===== src/rtl/hws_pkg.sv =====
package hws_pkg;
  typedef enum logic [1:0] {
    SZ_BYTE = 2'd0,
    SZ_HALF = 2'd1,
    SZ_WORD = 2'd2,
    SZ_RSVD = 2'd3
  } size_e;

  typedef enum logic [1:0] {
    ST_IDLE = 2'd0,
    ST_ADDR = 2'd1,
    ST_DATA = 2'd2
  } state_e;

  // active lanes of a halfword beat from size and low address bit
  function automatic logic [1:0] beat_lanes(logic [1:0] size, logic wide, logic a0);
    if (!wide && size == SZ_BYTE) return a0 ? 2'b10 : 2'b01;
    return 2'b11;
  endfunction
endpackage


===== src/rtl/hws_decode.sv =====
module hws_decode
  import hws_pkg::*;
#(
  parameter int AW          = 24,
  parameter int BURST_BEATS = 8,
  parameter int CW          = 3
) (
  input  logic [AW-1:0] addr_i,
  input  logic [1:0]    size_i,
  input  logic          write_i,
  input  logic          burst_i,
  input  logic          sync_i,
  output logic          err_o,
  output logic          wide_o,
  output logic [AW-1:0] base_o,
  output logic [1:0]    off_o,
  output logic [CW-1:0] last_o
);
  always_comb begin
    wide_o = burst_i || (size_i == SZ_WORD);
    base_o = wide_o ? {addr_i[AW-1:2], 2'b00} : {addr_i[AW-1:1], 1'b0};
    off_o  = addr_i[1:0];
    if (burst_i)                last_o = CW'(BURST_BEATS - 1);
    else if (size_i == SZ_WORD) last_o = CW'(1);
    else                        last_o = '0;
    // bursts are sync reads only; size code 3 has no meaning
    err_o = burst_i ? (write_i || !sync_i) : (size_i == SZ_RSVD);
  end
endmodule


===== src/rtl/hws_ctrl.sv =====
module hws_ctrl
  import hws_pkg::*;
#(
  parameter int AW = 24,
  parameter int CW = 3
) (
  input  logic          clk_i,
  input  logic          rst_ni,
  input  logic          req_valid_i,
  input  logic [1:0]    req_size_i,
  input  logic          req_write_i,
  input  logic          req_burst_i,
  input  logic [31:0]   req_wdata_i,
  input  logic [3:0]    req_be_i,
  input  logic          mode_sync_i,
  input  logic          mode_mux_i,
  input  logic          dec_err_i,
  input  logic          dec_wide_i,
  input  logic [AW-1:0] dec_base_i,
  input  logic [1:0]    dec_off_i,
  input  logic [CW-1:0] dec_last_i,
  input  logic          bus_ready_i,
  output logic          req_ready_o,
  output logic          bus_req_o,
  output logic          bus_ale_o,
  output logic          bus_we_o,
  output logic          bus_sync_o,
  output logic          bus_burst_o,
  output logic [AW-1:0] bus_addr_o,
  output logic [1:0]    bus_be_o,
  output logic [15:0]   bus_dout_o,
  output logic          beat_done_o,
  output logic          word_done_o,
  output logic          acc_err_o,
  output logic          hsel_o,
  output logic          wide_o,
  output logic          wr_o,
  output logic [1:0]    size_o,
  output logic [1:0]    off_o
);
  state_e        state_q;
  logic [CW-1:0] beat_q, last_q;
  logic [AW-1:0] base_q, cur_addr;
  logic          wide_q, wr_q, burst_q, sync_q, mux_q;
  logic [1:0]    size_q, off_q;
  logic [31:0]   wdata_q;
  logic [3:0]    be_q;
  logic          accept, hsel;
  logic [1:0]    lanes;
  logic [15:0]   wr_half;

  assign accept = req_valid_i && (state_q == ST_IDLE);

  always_ff @(posedge clk_i or negedge rst_ni) begin
    if (!rst_ni) begin
      state_q <= ST_IDLE;
      beat_q  <= '0;
      last_q  <= '0;
      base_q  <= '0;
      wide_q  <= 1'b0;
      wr_q    <= 1'b0;
      burst_q <= 1'b0;
      sync_q  <= 1'b0;
      mux_q   <= 1'b0;
      size_q  <= '0;
      off_q   <= '0;
      wdata_q <= '0;
      be_q    <= '0;
    end else begin
      unique case (state_q)
        ST_IDLE: begin
          if (accept && !dec_err_i) begin
            state_q <= mode_mux_i ? ST_ADDR : ST_DATA;
            beat_q  <= '0;
            last_q  <= dec_last_i;
            base_q  <= dec_base_i;
            wide_q  <= dec_wide_i;
            wr_q    <= req_write_i;
            burst_q <= req_burst_i;
            sync_q  <= mode_sync_i;
            mux_q   <= mode_mux_i;
            size_q  <= req_size_i;
            off_q   <= dec_off_i;
            wdata_q <= req_wdata_i;
            be_q    <= req_be_i;
          end
        end
        ST_ADDR: state_q <= ST_DATA;
        ST_DATA: begin
          if (bus_ready_i) begin
            if (beat_q == last_q) begin
              state_q <= ST_IDLE;
            end else begin
              beat_q  <= beat_q + 1'b1;
              state_q <= mux_q ? ST_ADDR : ST_DATA;
            end
          end
        end
        default: state_q <= ST_IDLE;
      endcase
    end
  end

  // halfword within the host word served by this beat
  assign hsel     = wide_q ? beat_q[0] : off_q[1];
  assign cur_addr = base_q + (AW'(beat_q) << 1);
  assign wr_half  = hsel ? wdata_q[31:16] : wdata_q[15:0];

  always_comb begin
    lanes = beat_lanes(size_q, wide_q, off_q[0]);
    if (wr_q) lanes = lanes & (hsel ? be_q[3:2] : be_q[1:0]);
  end

  assign req_ready_o = (state_q == ST_IDLE);
  assign bus_req_o   = (state_q != ST_IDLE);
  assign bus_ale_o   = (state_q == ST_ADDR);
  assign bus_we_o    = (state_q == ST_DATA) && wr_q;
  assign bus_sync_o  = bus_req_o && sync_q && !wr_q;
  assign bus_burst_o = bus_req_o && burst_q;
  assign bus_addr_o  = bus_req_o ? cur_addr : '0;
  assign bus_be_o    = bus_req_o ? lanes : 2'b00;

  always_comb begin
    bus_dout_o = 16'h0000;
    if (state_q == ST_ADDR) bus_dout_o = cur_addr[15:0];
    else if (bus_we_o)      bus_dout_o = wr_half;
  end

  assign beat_done_o = (state_q == ST_DATA) && bus_ready_i;
  assign word_done_o = beat_done_o && (!wide_q || beat_q[0]);
  assign acc_err_o   = accept && dec_err_i;
  assign hsel_o      = hsel;
  assign wide_o      = wide_q;
  assign wr_o        = wr_q;
  assign size_o      = size_q;
  assign off_o       = off_q;
endmodule


===== src/rtl/hws_pack.sv =====
module hws_pack
  import hws_pkg::*;
(
  input  logic        clk_i,
  input  logic        rst_ni,
  input  logic        beat_done_i,
  input  logic        word_done_i,
  input  logic        acc_err_i,
  input  logic        hsel_i,
  input  logic        wide_i,
  input  logic        wr_i,
  input  logic [1:0]  size_i,
  input  logic [1:0]  off_i,
  input  logic [15:0] din_i,
  output logic        rsp_valid_o,
  output logic        rsp_err_o,
  output logic [31:0] rsp_rdata_o
);
  logic [15:0] lo_q;
  logic [7:0]  byte_sel;
  logic [31:0] word_nx;

  assign byte_sel = off_i[0] ? din_i[15:8] : din_i[7:0];

  always_comb begin
    if (wr_i)                  word_nx = 32'h0;
    else if (wide_i)           word_nx = {din_i, lo_q};
    else if (size_i == SZ_HALF) word_nx = off_i[1] ? {din_i, 16'h0} : {16'h0, din_i};
    else                       word_nx = {24'h0, byte_sel} << {off_i, 3'b000};
  end

  always_ff @(posedge clk_i or negedge rst_ni) begin
    if (!rst_ni) begin
      lo_q        <= '0;
      rsp_valid_o <= 1'b0;
      rsp_err_o   <= 1'b0;
      rsp_rdata_o <= '0;
    end else begin
      if (beat_done_i && !hsel_i) lo_q <= din_i;
      rsp_valid_o <= word_done_i || acc_err_i;
      rsp_err_o   <= acc_err_i;
      if (word_done_i)    rsp_rdata_o <= word_nx;
      else if (acc_err_i) rsp_rdata_o <= 32'h0;
    end
  end
endmodule


===== src/rtl/hws_split_seq.sv =====
module hws_split_seq
  import hws_pkg::*;
#(
  parameter int AW          = 24,
  parameter int BURST_WORDS = 4
) (
  input  logic          clk_i,
  input  logic          rst_ni,
  input  logic          req_valid_i,
  output logic          req_ready_o,
  input  logic [AW-1:0] req_addr_i,
  input  logic [1:0]    req_size_i,
  input  logic          req_write_i,
  input  logic          req_burst_i,
  input  logic [31:0]   req_wdata_i,
  input  logic [3:0]    req_be_i,
  input  logic          mode_sync_i,
  input  logic          mode_mux_i,
  output logic          bus_req_o,
  output logic          bus_ale_o,
  output logic          bus_we_o,
  output logic          bus_sync_o,
  output logic          bus_burst_o,
  output logic [AW-1:0] bus_addr_o,
  output logic [1:0]    bus_be_o,
  output logic [15:0]   bus_dout_o,
  input  logic [15:0]   bus_din_i,
  input  logic          bus_ready_i,
  output logic          rsp_valid_o,
  output logic          rsp_err_o,
  output logic [31:0]   rsp_rdata_o
);
  localparam int BURST_BEATS = 2 * BURST_WORDS;
  localparam int CW          = $clog2(BURST_BEATS);

  logic          dec_err, dec_wide;
  logic [AW-1:0] dec_base;
  logic [1:0]    dec_off;
  logic [CW-1:0] dec_last;
  logic          beat_done, word_done, acc_err, hsel, wide, wr;
  logic [1:0]    size_q, off_q;

  hws_decode #(.AW(AW), .BURST_BEATS(BURST_BEATS), .CW(CW)) u_decode (
    .addr_i (req_addr_i),
    .size_i (req_size_i),
    .write_i(req_write_i),
    .burst_i(req_burst_i),
    .sync_i (mode_sync_i),
    .err_o  (dec_err),
    .wide_o (dec_wide),
    .base_o (dec_base),
    .off_o  (dec_off),
    .last_o (dec_last)
  );

  hws_ctrl #(.AW(AW), .CW(CW)) u_ctrl (
    .clk_i      (clk_i),
    .rst_ni     (rst_ni),
    .req_valid_i(req_valid_i),
    .req_size_i (req_size_i),
    .req_write_i(req_write_i),
    .req_burst_i(req_burst_i),
    .req_wdata_i(req_wdata_i),
    .req_be_i   (req_be_i),
    .mode_sync_i(mode_sync_i),
    .mode_mux_i (mode_mux_i),
    .dec_err_i  (dec_err),
    .dec_wide_i (dec_wide),
    .dec_base_i (dec_base),
    .dec_off_i  (dec_off),
    .dec_last_i (dec_last),
    .bus_ready_i(bus_ready_i),
    .req_ready_o(req_ready_o),
    .bus_req_o  (bus_req_o),
    .bus_ale_o  (bus_ale_o),
    .bus_we_o   (bus_we_o),
    .bus_sync_o (bus_sync_o),
    .bus_burst_o(bus_burst_o),
    .bus_addr_o (bus_addr_o),
    .bus_be_o   (bus_be_o),
    .bus_dout_o (bus_dout_o),
    .beat_done_o(beat_done),
    .word_done_o(word_done),
    .acc_err_o  (acc_err),
    .hsel_o     (hsel),
    .wide_o     (wide),
    .wr_o       (wr),
    .size_o     (size_q),
    .off_o      (off_q)
  );

  hws_pack u_pack (
    .clk_i      (clk_i),
    .rst_ni     (rst_ni),
    .beat_done_i(beat_done),
    .word_done_i(word_done),
    .acc_err_i  (acc_err),
    .hsel_i     (hsel),
    .wide_i     (wide),
    .wr_i       (wr),
    .size_i     (size_q),
    .off_i      (off_q),
    .din_i      (bus_din_i),
    .rsp_valid_o(rsp_valid_o),
    .rsp_err_o  (rsp_err_o),
    .rsp_rdata_o(rsp_rdata_o)
  );
endmodule


===== config.mk =====
export PLATFORM = sky130hd
export DESIGN_NAME = hws_split_seq
export DESIGN_NICKNAME = d
export VERILOG_FILES = /design/src/rtl/hws_pkg.sv /design/src/rtl/hws_decode.sv /design/src/rtl/hws_ctrl.sv /design/src/rtl/hws_pack.sv /design/src/rtl/hws_split_seq.sv
export SDC_FILE = /design/constraint.sdc
export NUM_CORES = 1
export LEC_CHECK = 0
export BUFFER_PORTS_ARGS = -buffer_cell sky130_fd_sc_hd__buf_2
export CAP_MARGIN = 25
export CORE_MARGIN = 3
export CORE_UTILIZATION = 52
export DETAILED_ROUTE_END_ITERATION = 8
export PLACE_DENSITY = 0.87
export REMOVE_ABC_BUFFERS = 1
export SYNTH_ARGS = -nofsm -noshare
export SYNTH_HDL_FRONTEND = slang
export SYNTH_SLANG_ARGS = --single-unit

===== constraint.sdc =====
create_clock -name clk_i -period 2.79 [get_ports clk_i]
set_input_delay 0.1395 -clock clk_i [delete_from_list [all_inputs] [get_ports clk_i]]
set_output_delay 0.1395 -clock clk_i [all_outputs]
set_load 0.01 [all_outputs]

# --- Yosys cells after proc, flatten, opt, wreduce, memory -nomap -nowiden ---
# Cells that the tools add are included.
op_classes:
  add_sub_neg: 2
  n_eq_ne: 9
  shifts: 1
  muxes: 33
  bitwise_logic: 1
  n_reduce_logical: 28
ops:
  columns: ["cell", "count"]
  rows:
  - ["2-to-1 mux 32 bit", 6]
  - ["2-to-1 mux 16 bit", 3]
  - ["left shift 8 x 5 -> 32 bit", 1]
  - ["adder 24 x 4 -> 24 bit", 1]
  - ["2-to-1 mux 2 bit", 12]
  - ["2-to-1 mux 24 bit", 1]
  - ["2-to-1 mux 3 bit", 4]
  - ["logical AND 1 bit", 11]
  - ["2-to-1 mux 8 bit", 1]
  - ["equality test 2 bit (second input constant)", 3]
  - ["case mux 2 bit (3 select lines)", 1]
  - ["case mux 3 bit (2 select lines)", 1]
  - ["nonzero test 2 bit", 3]
  - ["logical NOT 1 bit", 5]
  - ["equality test 2 x 1 -> 1 bit (second input constant)", 2]
  - ["logical NOT 2 bit", 2]
  - ["logical OR 1 bit", 4]
  - ["2-to-1 mux 1 bit", 4]
  - ["!= test 2 bit (second input constant)", 2]
  - ["AND reduction 2 bit", 2]
  - ["AND reduction 4 bit", 1]
  - ["adder 3 x 1 -> 3 bit (second input constant)", 1]
  - ["equality test 3 bit", 1]
  - ["AND 2 bit", 1]
  - ["!= test 2 x 1 -> 1 bit (second input constant)", 1]
word_totals:
  register_bits: 127
  in_bits: 86
  out_inout_bits: 82
  wordCells: 91

# --- Depth between registers and ports, before layout ---
logic_depth:
  word_depth: 7
  ltp_mapped: 7

# --- Hierarchy ---
# Synthesis repeated with hierarchy kept, for this count alone.
unflattened:
  hier_cells: 552
  hier_area_um2: 6417.4
modules_own_cells:
  columns: ["mod", "instances", "cells_each", "area_each_um2", "seq_area_each_um2"]
  rows:
  - ["hws_ctrl", 1, 345, 4010.1, 1926.8]
  - ["hws_pack", 1, 171, 2149.6, 1251.2]
  - ["hws_decode", 1, 36, 257.7, 0.0]

# --- Least setup slack after synthesis ---
# No wires, ideal clock.
synth_timing:
  path_kind: "register -> output"
  from: "register u_ctrl.beat_q[0]"
  to: "output bus_addr_o[19]"
  arrival_ns: 2.137
  slack_ns: 0.513
  path_stages_with_launch: 8
  n_path_buf: 1
  path_cell_list: "dfrtp_1 ha_1 fa_1 a21oi_1 or4_4 buf_6 or4_1 a21oi_1"
synth_between:
  elab_chain_cells: 2
synth_rtl:
  columns: ["element", "line", "text"]
  rows:
  - ["from (decl)", "hws_ctrl.sv:42", "logic [CW-1:0] beat_q, last_q;"]
  - ["from (signal assigned)", "hws_ctrl.sv:94", "beat_q <= beat_q + 1'b1;"]
  - ["adder 24 x 4 -> 24 bit", "hws_ctrl.sv:106", "assign cur_addr = base_q + (AW'(beat_q) << 1);"]
  - ["2-to-1 mux 24 bit", "hws_ctrl.sv:120", "assign bus_addr_o = bus_req_o ? cur_addr : '0;"]
  - ["to (decl)", "hws_split_seq.sv:24", "output logic [AW-1:0] bus_addr_o,"]
# Every way passes these cells.

# --- Worst setup path in the final report ---
layout_timing:
  from: "register u_ctrl.base_q[1]"
  to: "output bus_addr_o[17]"
layout_between:
  elab_chain_cells: 2
layout_rtl:
  columns: ["element", "line", "text"]
  rows:
  - ["from (decl)", "hws_ctrl.sv:43", "logic [AW-1:0] base_q, cur_addr;"]
  - ["from (signal assigned)", "hws_ctrl.sv:76", "base_q <= dec_base_i;"]
  - ["adder 24 x 4 -> 24 bit", "hws_ctrl.sv:106", null]
  - ["2-to-1 mux 24 bit", "hws_ctrl.sv:120", null]
# Every way passes these cells.

==> impl_metrics.toml <==
[status]
status = "complete, but fails checks"
violations = "setup timing"

[worst_setup_path]
critPathKind = "register to output pin"
cp_data_arrival_time_ns = 2.67
crit_path_start_kind = "register"
worstRegToRegCells = 4
path_max_fanout = 6
end_kind = "output pin"
crit_required_ns = 2.65

[final_layout]
fin_cells = 903
drive_above_1_share_pct = 41.9
multiInputGateArea_sq_um = 2720
final_cell_mix = "buf_2, dfrtp_1, mux2_2, dlygate4sd3_1, nand2_1"
fillCellCount = 636
finalNetCount = 840
final_common_cell = "buf_2"
area_growth_pct = 42.9
stdcell_area_sq_um = 8410
final_util_pct = 76.9
regArea_sq_um = 3080

[synth]
synth_flop_cell = "dfrtp_1"
ys.warnings.count = 0
async_reset_ff_share_pct = 100
synthTopCellsByArea = "dfrtp_1, mux2_2, mux2i_1, a22o_1, o2bb2ai_1"
ys_types = 55
netlist_area_sq_um = 5890
netlist_instances = 490
synth_edf_count = 0
yosys.area.top_type_share_pct = 52.3
postSynthAreaPerCell_sq_um = 12.0
seq_area_frac_synth_pct = 52.3
synth_top_area_cell = "dfrtp_1"
ys_ff_latch = 123

[pwr]
power_mw = 9.36
ir_worst_vdd_mv = 0.567
cellPowerDensity_nw_per_um2 = 1110
pwr-share-comb_pct = 40.8
p_leak_nw = 3.96
p_seq_share_pct = 35.8
p_clk_share_pct = 23.4
p_sw_mw = 3.54
power.share.switching_pct = 37.8
power.internal_mw = 5.82

[drt]
ant_nets = 0
drt_iter0_drc = 563
dr.pass1.iters = 5
vias = 5459
vias_per_cell = 6.05
wl_per_cell_microns = 20.6
routed_wl_microns = 18600
drc = 0

[placed_design]
routabilityCongestion = 0.828
io_buffers = 166
place_ws_ns = 0.328
place_hpwl_microns = 10900
place_area_sq_um = 6890
dp.cells = 781

[floorplan]
die_area_sq_um = 12600
coreArea_sq_um = 10900
ios = 168
initial_core_util_pct = 53.9
die_h_microns = 112
chipWidth_microns = 112
rows = 38

[sta]
finalHoldViolCount = 0
slew_viol_final = 0
fmax_mhz = 356
fin_crit_ns = 2.81
worst_slack_ns = -0.0223
setup_violations = 1
fin_worst_skew_ns = 0.00998
worst_pin_slew_ns = 0.857
maxSlewHeadroom_pct = 42.8
fin_crit_sh_pct = 101
holdWs_ns = 0.0278
fin_tns_setup_ns = -0.0223
rsz0062_at_grt = "true"

[clock_tree]
cts_buffers = 17
cts_buffer_depth = 2
cts.sinks = 123
cts_root_buf = "clkbuf_16"
cts.reportedPaths.clkPinSlew_ns = 0.06
htreeDepth = 4
worstSkewPairLatency_ns = 0.41
cts_tree = "built"

[flow_run]
maxCapViolCount = 0

[worst_hold_path]
hp-class = "primary input to register"
min_delay_path_depth = 3

[grt]
grt.total_usage_pct = 29.3
antenna_found_initial = 2
grt_max_degree = 74
grt_pass1_wl_microns = 29100
grt_pass1_vias = 5747
grt.overflow.total = 0
logic make-up (layout without fill, tap and decap cells):
kind of cell | Yosys count | after routing | synth area share (%)
XOR/XNOR | 10 | 10 | 1.49
buffers and inverters | 36 | 306 | 2.80
AND/OR/NAND/NOR | 100 | 101 | 9.37
other | 1 | 3 | 0.0637
AO/OA/AOI/OAI | 113 | 113 | 13.6
multiplexers | 101 | 101 | 19.0
adder cells (fa/ha/maj) | 6 | 6 | 1.40
flip-flops | 123 | 123 | 52.3
synth_stat cells, types with 10 or more instances:
cell type and n:
a21oi_1 19, a22o_1 16, a22oi_1 16, clkbuf_1 17
dfrtp_1 123, mux2_2 82, mux2i_1 18, nand2_1 28
nor2_1 17, o21ai_0 13, o22ai_1 10, o2bb2ai_1 16
xnor2_1 10
worst paths after layout:
path | startpoint | endpoint | slack, ns
worst min register to register | u_pack.rsp_rdata_o[5] | u_pack.rsp_rdata_o[5] | 0.49
min in group asynchronous | rst_ni | u_ctrl.base_q[17] | 0.33
worst max register to register | u_ctrl.last_q[0] | u_pack.lo_q[7] | 0.52
worst min-delay path | mode_mux_i | u_ctrl.state_q[0] | 0.03
max in group asynchronous | rst_ni | u_pack.rsp_rdata_o[17] | 1.62
worst max-delay path | u_ctrl.base_q[1] | bus_addr_o[17] | -0.02
critical path, stage by stage (launching register included):
cell and delay, ns:
dfrtp_1 0.41, ha_4 0.17, fa_2 0.23, a21oi_2 0.09, or4_2 0.73, o31ai_1 0.37
a21oi_2 0.11, buf_2 0.15
registers in the layout, summed over array words and instances (netlist names):
| signal | flops |
|---|---|
| u_ctrl.size_o | 2 |
| u_ctrl.wdata_q | 32 |
| u_pack.lo_q | 16 |
| u_ctrl.off_o | 2 |
| u_ctrl.sync_q | 1 |
| u_pack.rsp_err_o | 1 |
| u_pack.rsp_rdata_o | 32 |
| u_ctrl.state_q | 2 |
| u_ctrl.last_q | 2 |
| u_ctrl.wr_o | 1 |
| u_ctrl.mux_q | 1 |
| u_ctrl.base_q | 23 |
| u_ctrl.be_q | 4 |
| u_pack.rsp_valid_o | 1 |
| u_ctrl.beat_q | 3 |
per-layer routing:
metal  wire length (microns)  GRT usage (%)  vias to the layer above
met2                    9730           50.2                      306
li1                        -              -                     2360
met1                    7010           34.2                     2724
met4                     775           15.2                        0
met3                    1120           7.12                       69
met5                       0              0                        -
what timing repair did:
| item | 4_1_cts | 5_1_grt |
|---|---|---|
| resized for setup | 1 | 12 |
| pin swaps | 0 | 4 |
| gates cloned | 0 | 1 |
| setup endpoints to repair | 5 | 15 |
| hold endpoints to repair | 137 | 1 |
| hold buffers | 79 | 1 |
| setup buffers | 1 | 6 |
cell type report:
cell class | count | share of cell area, %
flip-flops and latches | 123 | 36.6
repair buffers | 265 | 21.4
well taps | 140 | 2.08
inverters | 9 | 0.401
clock inverters | 13 | 1.70
multi-input cells | 332 | 32.4
diodes | 2 | 0.0595
clock buffers | 19 | 5.38
power groups by stage:
| stage | Combinational, mW | Clock (mW) | Sequential (mW) |
|---|---|---|---|
| floorplan | 2.21 | 0 | 3.20 |
| detailed placement | 3.47 | 0 | 3.29 |
| CTS | 3.61 | 2.20 | 3.27 |
| global placement | 3.34 | 0 | 3.21 |
| global route | 4.12 | 2.30 | 3.43 |
| finish | 3.82 | 2.19 | 3.35 |
Power figures use the tool's default switching activity.
